File: src/rtl/wdog_pkg.sv
package wdog_pkg;

    // Action taken by the interval timer in the current cycle, in priority order
    typedef enum logic [1:0] {
        ACT_COUNT   = 2'd0,
        ACT_SERVICE = 2'd1,
        ACT_EXPIRE  = 2'd2,
        ACT_HOLD    = 2'd3
    } wdog_act_e;

endpackage

File: src/rtl/wdog_timer.sv
module wdog_timer
    import wdog_pkg::*;
#(
    parameter int unsigned CNT_W     = 16,
    parameter int unsigned DEF_LIMIT = 32767,
    parameter int unsigned RST_LEN   = 1
) (
    input  logic             clk_i,
    input  logic             rst_ni,
    input  logic             limit_we_i,
    input  logic [CNT_W-1:0] limit_i,
    input  logic             svc_i,
    input  logic             all_alive_i,
    output wdog_act_e        act_o,
    output logic             pulse_o
);
    localparam int unsigned      PW_W       = $clog2(RST_LEN + 1);
    localparam logic [PW_W-1:0]  PW_INIT    = PW_W'(RST_LEN);
    localparam logic [CNT_W-1:0] LIMIT_INIT = CNT_W'(DEF_LIMIT);

    typedef struct packed {
        logic [CNT_W-1:0] cnt;
        logic [CNT_W-1:0] limit;
        logic [PW_W-1:0]  pw;
    } tmr_t;

    tmr_t      tmr_d, tmr_q;
    wdog_act_e act;

    always_comb begin
        // priority: active pulse, then expiry, then accepted service
        if (tmr_q.pw != '0) begin
            act = ACT_HOLD;
        end else if (tmr_q.cnt >= tmr_q.limit) begin
            act = ACT_EXPIRE;
        end else if (svc_i && all_alive_i) begin
            act = ACT_SERVICE;
        end else begin
            act = ACT_COUNT;
        end

        tmr_d       = tmr_q;
        tmr_d.limit = limit_we_i ? limit_i : tmr_q.limit;
        unique case (act)
            ACT_HOLD: begin
                tmr_d.cnt = '0;
                tmr_d.pw  = tmr_q.pw - PW_W'(1);
            end
            ACT_EXPIRE: begin
                tmr_d.cnt = '0;
                tmr_d.pw  = PW_INIT;
            end
            ACT_SERVICE: tmr_d.cnt = '0;
            default:     tmr_d.cnt = tmr_q.cnt + CNT_W'(1);
        endcase
    end

    always_ff @(posedge clk_i or negedge rst_ni) begin
        if (!rst_ni) begin
            tmr_q <= '{cnt: '0, limit: LIMIT_INIT, pw: '0};
        end else begin
            tmr_q <= tmr_d;
        end
    end

    assign act_o   = act;
    assign pulse_o = (tmr_q.pw != '0);

    // a pulse only starts after the count met the limit
    p_rise_on_limit_r2: assert property (@(posedge clk_i) disable iff (!rst_ni)
        $rose(pulse_o) |-> $past(tmr_q.cnt >= tmr_q.limit));

    // counter is parked at zero through the pulse
    p_hold_zero_r3: assert property (@(posedge clk_i) disable iff (!rst_ni)
        pulse_o |-> (tmr_q.cnt == '0));

    // counting resumes from zero once the pulse ends
    p_restart_zero_r3: assert property (@(posedge clk_i) disable iff (!rst_ni)
        $fell(pulse_o) |-> (tmr_q.cnt == '0));

    // an accepted service leaves the counter at zero
    p_service_clears_r5: assert property (@(posedge clk_i) disable iff (!rst_ni)
        (act == ACT_SERVICE) |=> (tmr_q.cnt == '0) && !pulse_o);

endmodule

File: src/rtl/wdog_alive.sv
module wdog_alive
    import wdog_pkg::*;
#(
    parameter int unsigned NTASK = 3
) (
    input  logic             clk_i,
    input  logic             rst_ni,
    input  logic [NTASK-1:0] set_i,
    input  logic             svc_i,
    input  wdog_act_e        act_i,
    output logic             all_alive_o,
    output logic [NTASK-1:0] fail_o
);
    typedef struct packed {
        logic [NTASK-1:0] alive;
        logic [NTASK-1:0] fail;
    } flg_t;

    flg_t flg_d, flg_q;

    always_comb begin
        flg_d = flg_q;
        unique case (act_i)
            ACT_HOLD: flg_d.alive = '0;
            ACT_EXPIRE: begin
                flg_d.alive = '0;
                flg_d.fail  = ~flg_q.alive;
            end
            ACT_SERVICE: begin
                flg_d.alive = set_i;
                flg_d.fail  = '0;
            end
            default: begin
                flg_d.alive = flg_q.alive | set_i;
                if (svc_i) begin
                    flg_d.fail = ~flg_q.alive;
                end
            end
        endcase
    end

    always_ff @(posedge clk_i or negedge rst_ni) begin
        if (!rst_ni) begin
            flg_q <= '0;
        end else begin
            flg_q <= flg_d;
        end
    end

    assign all_alive_o = &flg_q.alive;
    assign fail_o      = flg_q.fail;

    // flags never drop while the timer just counts
    p_flags_sticky_r4: assert property (@(posedge clk_i) disable iff (!rst_ni)
        (act_i == ACT_COUNT) |=> ((flg_q.alive & $past(flg_q.alive)) == $past(flg_q.alive)));

    // a rejected request reports a non-empty missing set
    p_reject_marks_r6: assert property (@(posedge clk_i) disable iff (!rst_ni)
        (act_i == ACT_COUNT && svc_i) |=> (fail_o == ~$past(flg_q.alive)) && (fail_o != '0));

    // an accepted service clears the failure status
    p_service_clears_fail_r7: assert property (@(posedge clk_i) disable iff (!rst_ni)
        (act_i == ACT_SERVICE) |=> (fail_o == '0));

    // the reset pulse empties the flags and freezes the status
    p_hold_empties_r10: assert property (@(posedge clk_i) disable iff (!rst_ni)
        (act_i == ACT_HOLD) |=> (flg_q.alive == '0) && $stable(fail_o));

endmodule

File: src/rtl/wdog_supervisor.sv
module wdog_supervisor
    import wdog_pkg::*;
#(
    parameter int unsigned NTASK     = 3,
    parameter int unsigned CNT_W     = 16,
    parameter int unsigned DEF_LIMIT = 32767,
    parameter int unsigned RST_LEN   = 1
) (
    input  logic             clk_i,
    input  logic             rst_ni,
    input  logic             limit_we_i,
    input  logic [CNT_W-1:0] limit_i,
    input  logic [NTASK-1:0] alive_set_i,
    input  logic             svc_i,
    output logic             wdt_rst_o,
    output logic [NTASK-1:0] fail_o
);
    wdog_act_e act;
    logic      all_alive;

    wdog_timer #(
        .CNT_W     (CNT_W),
        .DEF_LIMIT (DEF_LIMIT),
        .RST_LEN   (RST_LEN)
    ) u_timer (
        .clk_i       (clk_i),
        .rst_ni      (rst_ni),
        .limit_we_i  (limit_we_i),
        .limit_i     (limit_i),
        .svc_i       (svc_i),
        .all_alive_i (all_alive),
        .act_o       (act),
        .pulse_o     (wdt_rst_o)
    );

    wdog_alive #(
        .NTASK (NTASK)
    ) u_alive (
        .clk_i       (clk_i),
        .rst_ni      (rst_ni),
        .set_i       (alive_set_i),
        .svc_i       (svc_i),
        .act_i       (act),
        .all_alive_o (all_alive),
        .fail_o      (fail_o)
    );

    // an expiry always leaves a non-empty failure record if a flag was clear
    p_expire_marks_r8: assert property (@(posedge clk_i) disable iff (!rst_ni)
        (act == ACT_EXPIRE && !all_alive) |=> (fail_o != '0) && wdt_rst_o);

endmodule

File: config.mk
export PLATFORM = sky130hd
export DESIGN_NAME = wdog_supervisor
export DESIGN_NICKNAME = d
export VERILOG_FILES = /design/src/rtl/wdog_pkg.sv /design/src/rtl/wdog_timer.sv /design/src/rtl/wdog_alive.sv /design/src/rtl/wdog_supervisor.sv
export SDC_FILE = /design/constraint.sdc
export NUM_CORES = 1
export LEC_CHECK = 0
export CAP_MARGIN = 20
export CORE_MARGIN = 2
export CORE_UTILIZATION = 60
export DETAILED_ROUTE_END_ITERATION = 10
export DONT_BUFFER_PORTS = 1
export GPL_TIMING_DRIVEN = 0
export PLACE_DENSITY = 0.81
export SLEW_MARGIN = 20
export SYNTH_ARGS = -nofsm -noshare
export SYNTH_HDL_FRONTEND = slang
export SYNTH_SLANG_ARGS = --single-unit
File: constraint.sdc
create_clock -name clk_i -period 5.4 [get_ports clk_i]
set_input_delay 1.08 -clock clk_i [delete_from_list [all_inputs] [get_ports clk_i]]
set_output_delay 1.08 -clock clk_i [all_outputs]
set_load 0.01 [all_outputs]
==> impl_metrics.py, run 1 <==
metrics = {
    "clock_network": {
        "cts_inserted_buffers": 5,
        "clk_latency_ns": 0.36,
        "htree_num_levels": 2,
        "cts_num_sinks": 39,
        "count_of_cells_resized_by_post_cts_repair": 0,
        "cts_hold_buf": 0,
        "ctsLongestPathBuffers": 2,
        "tritoncts": "done",
        "cts.clk_slew.worst_paths_ns": 0.12,
        "clk_root_buf": "clkbuf_4",
        "postCtsSetupRepairBufs": 0,
    },
    "timing": {
        "setup_slack_ns": 3.122,
        "setup_viol_count_final": 0,
        "tightest_slew_ns": 0.4444,
        "finalHoldViolations": 0,
        "period_share_pct": 42.18,
        "max_freq_ghz": 0.4390,
        "clock_skew_ns": 0.01636,
        "grt_setup_unrepaired": "false",
        "worst_slew_margin_rel_pct": 70.15,
        "timing.final.crit_period_ns": 2.278,
        "report.final.slew_viol_count": 0,
        "setup-tns-final_ns": 0,
        "worst_hold_slack_after_final_layout_ns": 0.3942,
    },
    "global_route": {
        "grt_first_pass_wirelength_um": 6893,
        "number_of_antenna_violations_at_the_first_check_in_global_routing": 0,
        "grt_overflow": 0,
        "grt_util_all_layers_pct": 22.62,
        "via_count_of_the_first_global_routing_pass": 1568,
        "largest_net_degree_at_the_start_of_global_routing": 40,
    },
    "worst_setup_path": {
        "crit_family": "compound AO/OA/AOI/OAI gates",
        "critical_path.n_buffers_inverters": 2,
        "crit_path_cell_trace": "inv_1, ha_1, nand4_1, a211o_1, o32a_4, nand4b_4, buf_4, nor2_1",
        "timing.setup.critical_path_class": "register to register",
        "critPathRequiredTime_ns": 5.65,
        "crit_path_top_delay_cell": "dfstp_2",
        "worst-endpoint-arrival_ns": 2.53,
        "worstPathMaxFanout": 10,
        "cpPeakStageDelay_ns": 0.54,
        "timing.critical_path.from_type": "register",
        "end_kind": "register",
    },
    "die": {
        "placementRows": 21,
        "die_width_um": 62.66,
        "fp.coreArea_sq_mm": 0.003311,
        "die_h_um": 62.66,
        "die-area_sq_mm": 0.003926,
        "initial_utilization_pct": 62.36,
        "num_io_pins": 27,
    },
    "run": {
        "max_cap_violations": 0,
    },
    "min_path": {
        "worstHoldPathType": "input pin to async pin",
    },
    "logic_synthesis": {
        "synth_largest_type_area_fraction_pct": 29.09,
        "synth_compound_gate_area_share_pct": 10.18,
        "synthAdderAreaFrac_pct": 10.30,
        "synth_top_family_by_area": "simple AND/OR/NAND/NOR gates",
        "synth_seq_cells": 39,
        "netlist.top_cell.by_area": "dfrtp_1",
        "netlist_top_cells_area": "dfrtp_1 29%, dfstp_2 19%, ha_1 10%",
        "synthXorXnorAreaFrac_pct": 5.939,
        "ys_async_sr_fraction_pct": 100.0,
        "post_synth_design_cell_area_sq_mm": 0.002064,
        "syn-mean-instance-area_sq_um": 10.17,
        "synth.lib_cells_used.distinct": 32,
        "synth_simple_gate_area_share_pct": 17.21,
        "syn_inst": 203,
        "ys_seq_area_share_pct": 48.18,
        "synth_fp_nets": 243,
        "netlist_top_cells_count": "24 x dfrtp_1, 23 x inv_1, 22 x nand2_1",
        "main_flop_type_after_synthesis": "dfrtp_1",
        "synth.area.mux_share_pct": 2.000,
        "number_of_flops_mapped_to_enable_cells_by_yosys": 0,
        "post-synth-top-count-cell": "dfrtp_1",
        "synth_warnings": 0,
    },
    "detailed_routing": {
        "detailed_routing_iteration_count_for_the_pre_antenna_repair_pass": 5,
        "wl_per_cell_um": 14.95,
        "routed_via_density": 5.708,
        "wirelength_um": 3841,
        "drc_errors": 0,
        "remaining_antenna_violation_count": 0,
        "first_iter_violations": 96,
        "via_count": 1467,
    },
    "power_and_ir_drop": {
        "power.density_cell_area_mw_per_mm2": 325.5,
        "worst_ir_drop_vdd_v": 0.0001880,
        "cellLeakagePower_nw": 1.049,
    },
    "cells_and_area": {
        "final_nets": 250,
        "fill_cells": 253,
        "drive_gt1_share_pct": 16.11,
        "insertedDiodeCount": 0,
        "layout-area-overhead-vs-synth_pct": 7.697,
    },
    "place": {
        "place.port_buffers": 0,
        "pre_cts_slack_ns": 3.137,
        "gp_congestion": 0.7783,
        "dp.final_hpwl_um": 2960,
    },
    "status": {
        "result_of_the_run": "finished clean",
    },
}
[per-layer routing]
metal / wire (um) / up-vias / GRT usage, %
met2: 1882 / 43 / 37.90
li1: - / 689 / -
met1: 1637 / 723 / 27.24
met5: 0 / - / 0
met3: 207 / 12 / 6.306
met4: 114 / 0 / 10.00
[cell families after synthesis]
| kind of cell | count (synthesis) |
|---|---|
| AND/OR/NAND/NOR | 68 |
| adder cells (fa/ha/maj) | 17 |
| flip-flops | 39 |
| AO/OA/AOI/OAI | 31 |
| XOR/XNOR | 14 |
| multiplexers | 4 |
| buffers and inverters | 30 |
[sequential cells by signal (all words and copies together) (netlist names)]
register / flops
u_timer.pulse_o: 1
u_timer.tmr_q: 32
u_alive.flg_q: 3
u_alive.fail_o: 3
[placed cells by master (no fill, tap or decap)]
master / count
and2_1: 3
nor2_1: 19
a41o_1: 1
mux2_2: 1
nand4b_4: 1
a21o_1: 1
dfrtp_1: 24
clkbuf_4: 5
o21ai_1: 2
buf_4: 4
nand2b_1: 1
nand2_1: 22
ha_1: 17
or2_2: 1
and4_1: 2
dfstp_2: 15
xnor2_1: 6
nor4_4: 1
a31oi_4: 1
nand4_1: 7
a2111oi_2: 1
nand4_2: 1
o21ai_0: 15
inv_1: 23
mux2i_1: 3
bufinv_16: 2
a21oi_1: 8
xor2_1: 8
nor3_1: 5
and3_1: 1
nand3_1: 4
clkbuf_1: 4
o32a_4: 1
a211o_1: 1
[path summary, 6_finish.rpt]
kind,start,endpoint,slack (ns),cells after the start
hold reg to reg,u_alive.flg_q[4]$_DFF_PN0_,u_alive.fail_o[1]$_DFFE_PN0P_,0.49,1
setup / recovery,u_timer.tmr_q[12]$_DFFE_PN1P_,u_timer.tmr_q[28]$_DFF_PN0_,3.12,8
min in group clk_i,u_alive.flg_q[4]$_DFF_PN0_,u_alive.fail_o[1]$_DFFE_PN0P_,0.49,1
max in group asynchronous,rst_ni,u_timer.tmr_q[1]$_DFFE_PN1P_,4.81,0
hold / removal,rst_ni,u_timer.tmr_q[26]$_DFF_PN0_,0.39,0
setup reg to reg,u_timer.tmr_q[12]$_DFFE_PN1P_,u_timer.tmr_q[28]$_DFF_PN0_,3.12,8
[power breakdown]
part | internal (mW) | total, mW | switching (mW)
Clock | 0.144 | 0.242 | 0.0978
Combinational | 0.0549 | 0.125 | 0.0706
Sequential | 0.330 | 0.356 | 0.0258
[through the flow]
| step | util (%) | power (mW) | area (sq um) | std cells |
|---|---|---|---|---|
| final | 67.16 | 0.7237 | 2223 | 257 |
| after global routing | 67.16 | 0.7593 | 2223 | 257 |
| after CTS | 67.16 | 0.7256 | 2223 | 257 |
| after detailed placement | 64.10 | 0.4861 | 2122 | 249 |
| after global placement | 64.10 | 0.4734 | 2122 | 249 |
| after floorplan | - | 0.4525 | 2064 | 203 |
[area by class of cell]
type	count	area, sq um	area share, %
inverter	23	86.33	3.883
buffer	7	41.29	1.857
tap	46	57.56	2.589
clock buffer	6	41.29	1.857
clock inverter	2	60.06	2.701
multi-input combinational	134	942.2	42.37
sequential	39	994.7	44.74
(Power assumes the default switching activity.)
==> inputs of run 2 (changes only) <==
--- a/config.mk
+++ b/config.mk
@@ -7,11 +7,11 @@
 export LEC_CHECK = 0
 export CAP_MARGIN = 20
 export CORE_MARGIN = 2
-export CORE_UTILIZATION = 60
+export CORE_UTILIZATION = 56
 export DETAILED_ROUTE_END_ITERATION = 10
 export DONT_BUFFER_PORTS = 1
 export GPL_TIMING_DRIVEN = 0
-export PLACE_DENSITY = 0.81
+export PLACE_DENSITY = 0.79
 export SLEW_MARGIN = 20
 export SYNTH_ARGS = -nofsm -noshare
 export SYNTH_HDL_FRONTEND = slang
==> constraint.sdc (replaced) <==
create_clock -name clk_i -period 1.9 [get_ports clk_i]
set_input_delay 0.38 -clock clk_i [delete_from_list [all_inputs] [get_ports clk_i]]
set_output_delay 0.38 -clock clk_i [all_outputs]
set_load 0.01 [all_outputs]
==> impl_metrics.py, run 2 (same netlist as run 1, synthesis figures left out) <==
metrics = {
    "status": {
        "result_of_the_run": "complete, but fails checks",
        "violations_in_the_final_reports": "setup timing",
    },
    "clock_network": {
        "clk_latency_ns": 0.29,
        "cts.clk_slew.worst_paths_ns": 0.08,
        "tritoncts": "done",
        "cts_inserted_buffers": 5,
        "cts_num_sinks": 39,
        "clk_root_buf": "clkbuf_8",
        "ctsLongestPathBuffers": 2,
        "htree_num_levels": 2,
    },
    "die": {
        "initial_utilization_pct": 57.25,
        "fp.coreArea_sq_mm": 0.003606,
        "die-area_sq_mm": 0.004188,
        "num_io_pins": 27,
        "die_width_um": 64.72,
        "placementRows": 22,
        "die_h_um": 64.72,
    },
    "cells_and_area": {
        "layout-area-overhead-vs-synth_pct": 19.39,
        "top_register": "u_timer.tmr_q",
        "insertedDiodeCount": 0,
        "design_area_sq_mm": 0.002465,
        "final_nets": 260,
        "largest_reg_flops": 32,
        "drive_gt1_share_pct": 31.67,
        "fill_cells": 267,
        "most-common-layout-cells": "24 x dfrtp_1, 22 x nand2_1, 19 x inv_1, 15 x o21ai_0, 15 x dfstp_2",
        "final_cells": 269,
        "final_common_cell": "dfrtp_1",
    },
    "power_and_ir_drop": {
        "worst_ir_drop_vdd_v": 0.0004906,
        "power.density_cell_area_mw_per_mm2": 832.0,
        "cellLeakagePower_nw": 1.073,
        "post-layout-total-power_mw": 2.051,
    },
    "worst_setup_path": {
        "worst-endpoint-arrival_ns": 2.37,
        "timing.critical_path.from_type": "register",
        "crit-reg2reg-capture": "u_alive.fail_o[0]$_DFFE_PN0P_",
        "end_kind": "register",
        "worstPathMaxFanout": 4,
        "critPathRequiredTime_ns": 2.11,
        "r2r_cells": 7,
        "crit_reg_reg_startpoint": "u_timer.tmr_q[11]$_DFFE_PN1P_",
        "timing.setup.critical_path_class": "register to register",
        "worst-r2r-setup-slack_ns": -0.25,
    },
    "timing": {
        "max_freq_ghz": 0.4644,
        "clock_skew_ns": 0.009445,
        "finalHoldViolations": 0,
        "report.final.slew_viol_count": 0,
        "period_share_pct": 113.3,
        "worst_slew_margin_rel_pct": 66.23,
        "grt_setup_unrepaired": "true",
        "setup_slack_ns": -0.2534,
        "setup_viol_count_final": 23,
        "tightest_slew_ns": 0.5066,
        "timing.final.crit_period_ns": 2.153,
    },
    "place": {
        "dp.final_hpwl_um": 2860,
        "dpl.cell_count": 251,
        "dpl_cell_area_sq_mm": 0.002200,
        "place.port_buffers": 0,
        "gp_congestion": 0.7496,
    },
    "min_path": {
        "hold_path_startpoint": "limit_i[9]",
        "hold_end": "u_timer.tmr_q[10]$_DFFE_PN1P_",
        "worstHoldPathType": "input pin to register",
        "min_delay_path_depth": 2,
    },
    "run": {
        "max_cap_violations": 0,
    },
    "detailed_routing": {
        "first_iter_violations": 143,
        "wirelength_um": 4075,
        "wl_per_cell_um": 15.15,
        "routed_via_density": 5.305,
        "drc_errors": 0,
        "detailed_routing_iteration_count_for_the_pre_antenna_repair_pass": 4,
        "remaining_antenna_violation_count": 0,
        "via_count": 1427,
    },
    "global_route": {
        "largest_net_degree_at_the_start_of_global_routing": 40,
        "grt_util_all_layers_pct": 22.71,
        "number_of_antenna_violations_at_the_first_check_in_global_routing": 0,
        "via_count_of_the_first_global_routing_pass": 1506,
        "grt_first_pass_wirelength_um": 7031,
        "grt_overflow": 0,
    },
}
## run 2: cell count changes in the layout (fill, tap and decap cells not counted), moves of 5 or more
cell | before | now
ha_1 | 17 | 10
nor2_1 | 19 | 5
buf_6 | 0 | 5
nor2_2 | 0 | 14
clkbuf_8 | 0 | 5
ha_4 | 0 | 7
clkbuf_4 | 5 | 0
## run 2: cell type report
cell class	instances	area, sq um	area share, %
Multi-Input combinational cell	134	1090	44.21
Sequential cell	39	994.7	40.36
Timing Repair Buffer	10	105.1	4.264
Inverter	23	86.33	3.503
Clock buffer	5	68.82	2.792
Tap cell	48	60.06	2.437
Buffer	7	45.04	1.827
Clock inverter	3	15.01	0.6091
## run 2: timing repair
item | 4_1_cts | 5_1_grt
buffers inserted | 5 | 2
endpoints found under the hold margin | 39 | 0
endpoints found under the setup margin | 23 | 23
pin swaps | 12 | 3
gates cloned | 1 | 0
resized for setup | 15 | 9
hold buffers | 2 | 0
## run 2: how the worst max path moves through the flow
stage                                   from                       endpoint  slack (ns)  depth (start not counted)
3_3_place_gp   u_timer.tmr_q[12]$_DFFE_PN1P_  u_alive.fail_o[1]$_DFFE_PN0P_       -0.23                          7
5_1_grt        u_timer.tmr_q[11]$_DFFE_PN1P_  u_alive.fail_o[0]$_DFFE_PN0P_       -0.34                          7
4_1_cts        u_timer.tmr_q[11]$_DFFE_PN1P_  u_alive.fail_o[0]$_DFFE_PN0P_       -0.29                          7
3_5_place_dp   u_timer.tmr_q[12]$_DFFE_PN1P_  u_alive.fail_o[0]$_DFFE_PN0P_       -0.28                          7
2_1_floorplan  u_timer.tmr_q[11]$_DFFE_PN1P_  u_alive.fail_o[0]$_DFFE_PN0P_       -0.10                          7
6_report       u_timer.tmr_q[11]$_DFFE_PN1P_  u_alive.fail_o[0]$_DFFE_PN0P_       -0.25                          7
## run 2: metal layers
layer / vias to the layer above / routed length (um) / global-route usage [%]
met2: 30 / 2044 / 38.02
li1: 714 / - / -
met3: 7 / 144 / 4.340
met1: 676 / 1826 / 29.44
met5: - / 0 / 0
met4: 0 / 59 / 7.979
## run 2: per-stage QoR
stage          hold slack [ns]  setup TNS [ns]  utilization, %  setup WS [ns]
5_1_grt                 0.1950          -6.381           68.36        -0.3420
6_report                0.1996          -4.592           68.36        -0.2534
4_1_cts                 0.1872          -4.393           67.07        -0.2934
3_5_place_dp           0.08565          -3.983           61.00        -0.2791
3_3_place_gp           0.08519          -3.475           61.00        -0.2326
2_1_floorplan          0.08441          -1.058               -        -0.1026
## run 2: power by group
group / internal (mW) / switching, mW / total, mW
Clock: 0.251 / 0.297 / 0.548
Combinational: 0.234 / 0.260 / 0.495
Sequential: 0.939 / 0.0693 / 1.01
Total: 1.42 / 0.626 / 2.05
## run 2: critical path, stage by stage (launching register included)
cell and delay (ns):
dfstp_2 0.53, inv_2 0.05, ha_4 0.25, nand4_1 0.13
a211o_1 0.30, o32a_4 0.40, a31oi_4 0.20, mux2i_1 0.22
